<file path="config.mk">
export PLATFORM = sky130hd
export DESIGN_NAME = dma3d_seq
export DESIGN_NICKNAME = d
export VERILOG_FILES = /design/src/rtl/dma3d_seq.sv
export SDC_FILE = /design/constraint.sdc
export NUM_CORES = 1
export LEC_CHECK = 0
export ABC_CLOCK_PERIOD_IN_PS = 3470
export BUFFER_PORTS_ARGS = -buffer_cell sky130_fd_sc_hd__buf_2
export CAP_MARGIN = 20
export CORE_ASPECT_RATIO = 0.9
export CORE_UTILIZATION = 52
export CTS_BUF_LIST = sky130_fd_sc_hd__clkbuf_8
export CTS_CLUSTER_SIZE = 28
export DETAILED_ROUTE_END_ITERATION = 10
export GPL_TIMING_DRIVEN = 0
export PLACE_DENSITY = 0.81
export SLEW_MARGIN = 5
export SYNTH_ARGS = -nofsm -noshare
export SYNTH_HDL_FRONTEND = slang
export SYNTH_SLANG_ARGS = --single-unit
</file>
<file path="constraint.sdc">
create_clock -name clk -period 3.47 [get_ports clk]
set_input_delay 0.694 -clock clk [delete_from_list [all_inputs] [get_ports clk]]
set_output_delay 0.694 -clock clk [all_outputs]
set_load 0.05 [all_outputs]
</file>
<file path="src/rtl/dma3d_seq.sv">
module dma3d_seq #(
  parameter int AW = 32,
  parameter int CW = 16,
  parameter int SW = 16
) (
  input  logic          clk,
  input  logic          rst_n,
  input  logic          ld_i,
  input  logic [AW-1:0] ld_src_i,
  input  logic [AW-1:0] ld_dst_i,
  input  logic [CW-1:0] ld_acnt_i,
  input  logic [CW-1:0] ld_bcnt_i,
  input  logic [CW-1:0] ld_ccnt_i,
  input  logic [SW-1:0] ld_src_bstep_i,
  input  logic [SW-1:0] ld_dst_bstep_i,
  input  logic [SW-1:0] ld_src_cstep_i,
  input  logic [SW-1:0] ld_dst_cstep_i,
  input  logic          ld_static_i,
  input  logic          ld_mid_en_i,
  input  logic          ld_end_en_i,
  input  logic          sync_i,
  output logic          req_valid_o,
  output logic [AW-1:0] req_src_o,
  output logic [AW-1:0] req_dst_o,
  output logic [CW-1:0] req_bytes_o,
  output logic          frame_done_o,
  output logic          xfer_done_o,
  output logic [CW-1:0] frames_left_o,
  output logic          busy_o
);
  localparam int EXT = AW - SW;

  logic [AW-1:0] d_src, d_dst, cur_src, cur_dst;
  logic [CW-1:0] d_acnt, d_bcnt, d_ccnt, row;
  logic [SW-1:0] d_sb, d_db, d_sc, d_dc;
  logic          d_static, d_mid, d_end;
  logic          run, pend, mid_q, end_q;

  function automatic logic [AW-1:0] sx(input logic [SW-1:0] v);
    return {{EXT{v[SW-1]}}, v};
  endfunction

  logic start, zero, last_row, last_frame, ld_acc, pend_n;

  assign busy_o     = run | pend;
  assign ld_acc     = ld_i & ~busy_o;
  assign start      = ~run & (sync_i | pend);
  assign zero       = (d_acnt == '0) | (d_bcnt == '0) | (d_ccnt == '0);
  assign last_row   = run & (row == d_bcnt - 1'b1);
  assign last_frame = (d_ccnt == 1);
  assign pend_n     = start ? (pend & sync_i) : (pend | (run & sync_i));

  assign req_valid_o   = run;
  assign req_src_o     = cur_src;
  assign req_dst_o     = cur_dst;
  assign req_bytes_o   = d_acnt;
  assign frame_done_o  = mid_q;
  assign xfer_done_o   = end_q;
  assign frames_left_o = d_ccnt;

  always_ff @(posedge clk or negedge rst_n) begin
    if (!rst_n) begin
      d_src <= '0; d_dst <= '0; d_acnt <= '0; d_bcnt <= '0; d_ccnt <= '0;
      d_sb <= '0; d_db <= '0; d_sc <= '0; d_dc <= '0;
      d_static <= 1'b0; d_mid <= 1'b0; d_end <= 1'b0;
      run <= 1'b0; pend <= 1'b0; mid_q <= 1'b0; end_q <= 1'b0;
      row <= '0; cur_src <= '0; cur_dst <= '0;
    end else begin
      mid_q <= 1'b0;
      end_q <= 1'b0;
      pend  <= pend_n;
      if (ld_acc) begin
        d_src <= ld_src_i;        d_dst <= ld_dst_i;
        d_acnt <= ld_acnt_i;      d_bcnt <= ld_bcnt_i;  d_ccnt <= ld_ccnt_i;
        d_sb <= ld_src_bstep_i;   d_db <= ld_dst_bstep_i;
        d_sc <= ld_src_cstep_i;   d_dc <= ld_dst_cstep_i;
        d_static <= ld_static_i;  d_mid <= ld_mid_en_i; d_end <= ld_end_en_i;
      end
      if (start) begin
        if (zero) begin
          end_q <= d_end;
        end else begin
          run     <= 1'b1;
          row     <= '0;
          cur_src <= d_src;
          cur_dst <= d_dst;
        end
      end else if (run) begin
        if (last_row) begin
          run   <= 1'b0;
          mid_q <= d_mid & ~last_frame;
          end_q <= d_end & last_frame;
          if (!d_static) begin
            d_src  <= d_src + sx(d_sc);
            d_dst  <= d_dst + sx(d_dc);
            d_ccnt <= d_ccnt - 1'b1;
          end
        end else begin
          row     <= row + 1'b1;
          cur_src <= cur_src + sx(d_sb);
          cur_dst <= cur_dst + sx(d_db);
        end
      end
    end
  end
endmodule

</file>
After elaboration in Yosys (flattened, before gate mapping)
Cells that the tools add are included.
Cells by class
  eq/ne operators: 4
  add/sub/neg operators: 7
  muxes and demuxes: 39
  reductions and logical operators: 5
  bitwise gates (word level): 15
Operators with widths (count)
  $mux W32: 18
  $mux W16: 9
  $add A32 B32 Y32: 4
  $logic_not A16 Y1: 3
  $sub A16 B1 Y16 const B: 2
  $add A16 B1 Y16 const B: 1
  $eq A16 B1 Y1 const B: 1
  $eq A16 B16 Y1: 1
  $mux W1: 12
  $and A1 B1 Y1: 7
  $or A1 B1 Y1: 5
  $ne A2 B2 Y1 const B: 2
  $not A1 Y1: 3
  $reduce_and A3 Y1: 1
  $reduce_bool A2 Y1: 1
Word-level totals
  bits in registers: 263
  output and inout bits: 100
  input port bits: 183

Depth between registers and ports, before layout
  word-level depth: 8
  depth in mapped cells: 14

Worst setup path after synthesis
No wires, ideal clock.
  path kind: flip-flop to flip-flop
  start point: reg d_dst[0]
  end point: reg d_dst[30]
  data required time: 3.352 ns
  cell stages (with the launch flop): 14
  arrival time: 3.244 ns
  setup slack: 0.108 ns
  path through: dfrtp_1 > ha_1 > inv_1 > fa_1 > nand2b_1 > a2111oi_0 > nor4_1 > o31ai_1 > a21boi_1 > o311ai_0 > a31o_2 > a21oi_1 > xnor2_1 > a21o_1
Between the ends
  word-level cells in the longest chain between the ends: 5
RTL lines
  from (decl): line 33  | logic [AW-1:0] d_src, d_dst, cur_src, cur_dst;
  from (signal assigned): line 73  | d_src <= ld_src_i; d_dst <= ld_dst_i;
  from (signal assigned): line 95  | d_dst <= d_dst + sx(d_dc);
  $add A32 B32 Y32: line 95
  $mux W32: line 93  | if (!d_static) begin
  $mux W32: line 89  | if (last_row) begin
  $mux W32: line 88  | end else if (run) begin
  $mux W32: line 79  | if (start) begin
Every way passes these cells.
A chain may end at the register's enable or synchronous reset.

Worst setup path after layout
  start point: reg d_sc[15]
  end point: reg d_src[31]
Between the ends
  word-level cells in the longest chain between the ends: 5
RTL lines
  from (decl): line 35  | logic [SW-1:0] d_sb, d_db, d_sc, d_dc;
  from (signal assigned): line 76  | d_sc <= ld_src_cstep_i; d_dc <= ld_dst_cstep_i;
  $add A32 B32 Y32: line 94  | d_src <= d_src + sx(d_sc);
  $mux W32: line 93
  $mux W32: line 89
  $mux W32: line 88
  $mux W32: line 79
  to (signal assigned): line 73
  to (signal assigned): line 94
  to (decl): line 33
Every way passes these cells.

==> metrics.md <==
| Metric | Value |
|---|---|
| Worst-path fanout max | 11 |
| CTS tree | built |
| Bufs on Longest Clock Path | 3 |
| Cell taking the most area after synthesis | dfrtp_1 |
| CP Data Arrival Time | 3850 ps |
| Finished Cell Area | 21200 µm² |
| R2R cell count | 11 |
| WL/cell | 19.8 µm |
| Most used routing layer | met2 |
| Pin count of the biggest net entering global routing | 115 |
| Storage cell area | 6590 µm² |
| Synth cell types | 75 |
| Nets@finish | 2801 |
| Hold EP | d_end |
| Global-route wire length before repair | 90400 µm |
| Final setup vio count | 0 |
| Post-synth EDFFs | 0 |
| Flop-to-flop setup slack | 100 ps |
| Clock Skews | 26.1 ps |
| Post-Syn Instances | 2145 |
| WL final | 59000 µm |
| Die H | 178 µm |
| Fraction of registers with async set/reset | 1.00 |
| Hold/Removal Path Class | in -> reg |
| Post-route ant nets | 0 |
| Setup crit end kind | flop |
| Fmax achieved | 297 MHz |
| CTS sink cnt | 263 |
| Cell Rows | 64 |
| CP Class | reg -> reg |
| CTS H-tree depth | 2 |
| Worst hold start | ld_end_en_i |
| Critical R2R Launch | d_sc[15] |
| Clk_lat worst skew | 610 ps |
| Power per Cell Area | 757 nW/µm² |
| Worst hold slack | 278 ps |
| Static Leak | 0.0102 µW |
| Met1 global-route usage | 0.446 |
| Top cell type's share of synthesized area | 0.367 |
| Slew margin rel. | 0.300 |
| Area of the multi-input gates | 10900 µm² |
| DIE WIDTH | 198 µm |
| 1st-iter DRT viols | 1389 |
| DR pass1 iterations | 5 |
| Area of placed instances | 20000 µm² |
| Syn Area/Cell | 8.35 µm² |
| Port Buffers | 282 |
| Area grow syn2layout | 18.1% |
| Gr ovfl total | 0 |
| Startpoint Class | flop |
| Fin crit share | 0.972 |
| Hpwl dp | 43400 µm |
| Hold Path Depth | 3 |
| Power, Total | 16000 µW |
| Sequential area share after synthesis | 0.367 |
| CTS buffer count | 48 |
| Most frequent cells in the layout | 438 x nand2_1, 291 x buf_2, 261 x dfrtp_1 |
| Layout cells sized above 1 | 0.174 |
| Main flop type after synthesis | dfrtp_1 |
| Hold Vio Cnt, Final | 0 |
| CTS Root Cell | clkbuf_8 |
| Worst R2R End | d_src[31] |
| Max cap viols | 0 |
| Ports | 283 |
| DRC Markers | 0 |
| DIE AREA | 35200 µm² |
| Syn_nets | 2460 |
| Tot GR Track Use | 0.331 |
| Synth top area cells | dfrtp_1 37%, nand2_1 9.2%, ha_1 8.9% |
| Synthesis warning total | 0 |
| Routed vias | 17800 |
| Via/cell ratio | 5.97 |
| Max VDD drop | 401 µV |
| Clock slew at reported path FFs | 70 ps |
| Initial antenna violation count | 6 |
| Vias in the first global route | 16900 |
| Met3 Track Usage GR | 0.0580 |
| Outcome | finished, final reports clean |
| Gp weighted congestion | 1.00 |
| Critical Path RT | 3950 ps |
| Met2 GRT Util | 0.521 |
| Final Critical Period | 3370 ps |
| Initial core utilization | 0.528 |
| Most common cell after layout, fill and taps aside | nand2_1 |
| Number of synthesized register bits | 263 |
| Mapped Area | 17900 µm² |
| Core area | 34000 µm² |
| Max-slew violations | 0 |
| Filler instances | 2974 |
| Slew of the pin with the lowest slew margin | 1050 ps |
## per-stage QoR
stage	TNS, ps	utilization	setup WS, ps	instances
floorplan	0	-	108	2145
global placement	-897110	0.586	-3220	2889
detailed placement	-67850	0.589	-808	2892
CTS	0	0.620	31.6	2977
global route	-2.54	0.623	-2.54	2982
finish	0	0.623	97.9	2982
## worst max-delay path, stage by stage, from the launching register on
cell and delay (ps):
dfrtp_4 560, ha_1 300, clkbuf_1 200, a21o_1 230, a31o_2 210, a221o_1 410, nor3_2 230, o21ai_1 190
a21oi_1 240, o32ai_1 130, or2_2 300, o31a_1 240
## power by group
part / internal (µW) / total, µW / switching [µW]
Clock: 1570 / 2940 / 1370
Combinational: 3170 / 8540 / 5370
Sequential: 3810 / 4540 / 733
Total: 8560 / 16000 / 7470
## synthesized netlist by cell type (all sizes together) (4+ instances only)
| master | number |
|---|---|
| nand2 | 440 |
| dfrtp | 263 |
| a21oi | 207 |
| o21ai | 158 |
| ha | 128 |
| nor2 | 128 |
| xnor2 | 76 |
| clkbuf | 67 |
| a211oi | 57 |
| a21o | 56 |
| xor2 | 56 |
| inv | 47 |
| and2 | 44 |
| nand3 | 40 |
| mux2i | 36 |
| nor3 | 29 |
| o21a | 28 |
| nand2b | 24 |
| buf | 23 |
| o21bai | 23 |
| and3 | 18 |
| nand4 | 17 |
| or3 | 15 |
| nor2b | 13 |
| a31oi | 12 |
| nor4 | 12 |
| a211o | 10 |
| o211ai | 9 |
| or2 | 8 |
| o31ai | 7 |
| and4 | 6 |
| o2111ai | 6 |
| a2111oi | 5 |
| a21boi | 5 |
| o22ai | 5 |
| or4 | 5 |
| a31o | 4 |
| fa | 4 |
| nor3b | 4 |
| o311ai | 4 |
## sequential cells by signal (all words and copies together), names as in the netlist, 16 cells and up
name and count:
d_bcnt 16, d_db 16, d_dc 16, d_dst 32, d_sb 16, d_sc 16
d_src 32, frames_left_o 16, req_bytes_o 16, req_dst_o 32, req_src_o 32, row 16
## metal layers
metal,wire (µm),vias to the layer above
li1,-,8286
met1,25000,8512
met2,26300,848
met3,5390,156
met4,2340,6
met5,37,-
## kinds of logic after synthesis
logic type / after synthesis / share of synthesized area
buffers and inverters: 137 / 0.0299
and+or+nand+nor: 814 / 0.206
DFF: 263 / 0.367
adders and majority gates: 132 / 0.0939
muxes: 38 / 0.0214
xor gates and xnor gates: 132 / 0.0645
AOI/OAI and AO/OA: 629 / 0.217
## worst max path at each step
| stage | from | endpoint | cells past startpoint | slack, ps |
|---|---|---|---|---|
| floorplan | d_dst[0] | d_dst[30] | 13 | 110 |
| global placement | rst_n | req_bytes_o[2] | 1 | -3220 |
| detailed placement | d_dst[0] | d_dst[30] | 13 | -810 |
| global route | d_bcnt[0] | d_src[31] | 14 | -3 |
| CTS | d_dst[0] | d_dst[30] | 13 | 30 |
| finish | d_sc[15] | d_src[31] | 11 | 100 |
## layout make-up
class                           count  area share
Sequential cell                   263       0.311
Clock inverter                     23     0.00591
Buffer                             88      0.0189
Tap cell                          462      0.0273
Multi-Input combinational cell   1745       0.517
Timing Repair Buffer              293      0.0734
Clock buffer                       58      0.0377
Inverter                           47     0.00845
Antenna cell                        3    0.000355
## repair_timing
item / in CTS / in global routing
hold buffers: 1 / 0
pin swaps: 2 / 5
resized for setup: 47 / 25
hold endpoints to repair: 36 / 0
endpoints found under the setup margin: 159 / 139
buffers inserted: 3 / 4
Note: power is estimated with default switching activity, not from simulation.
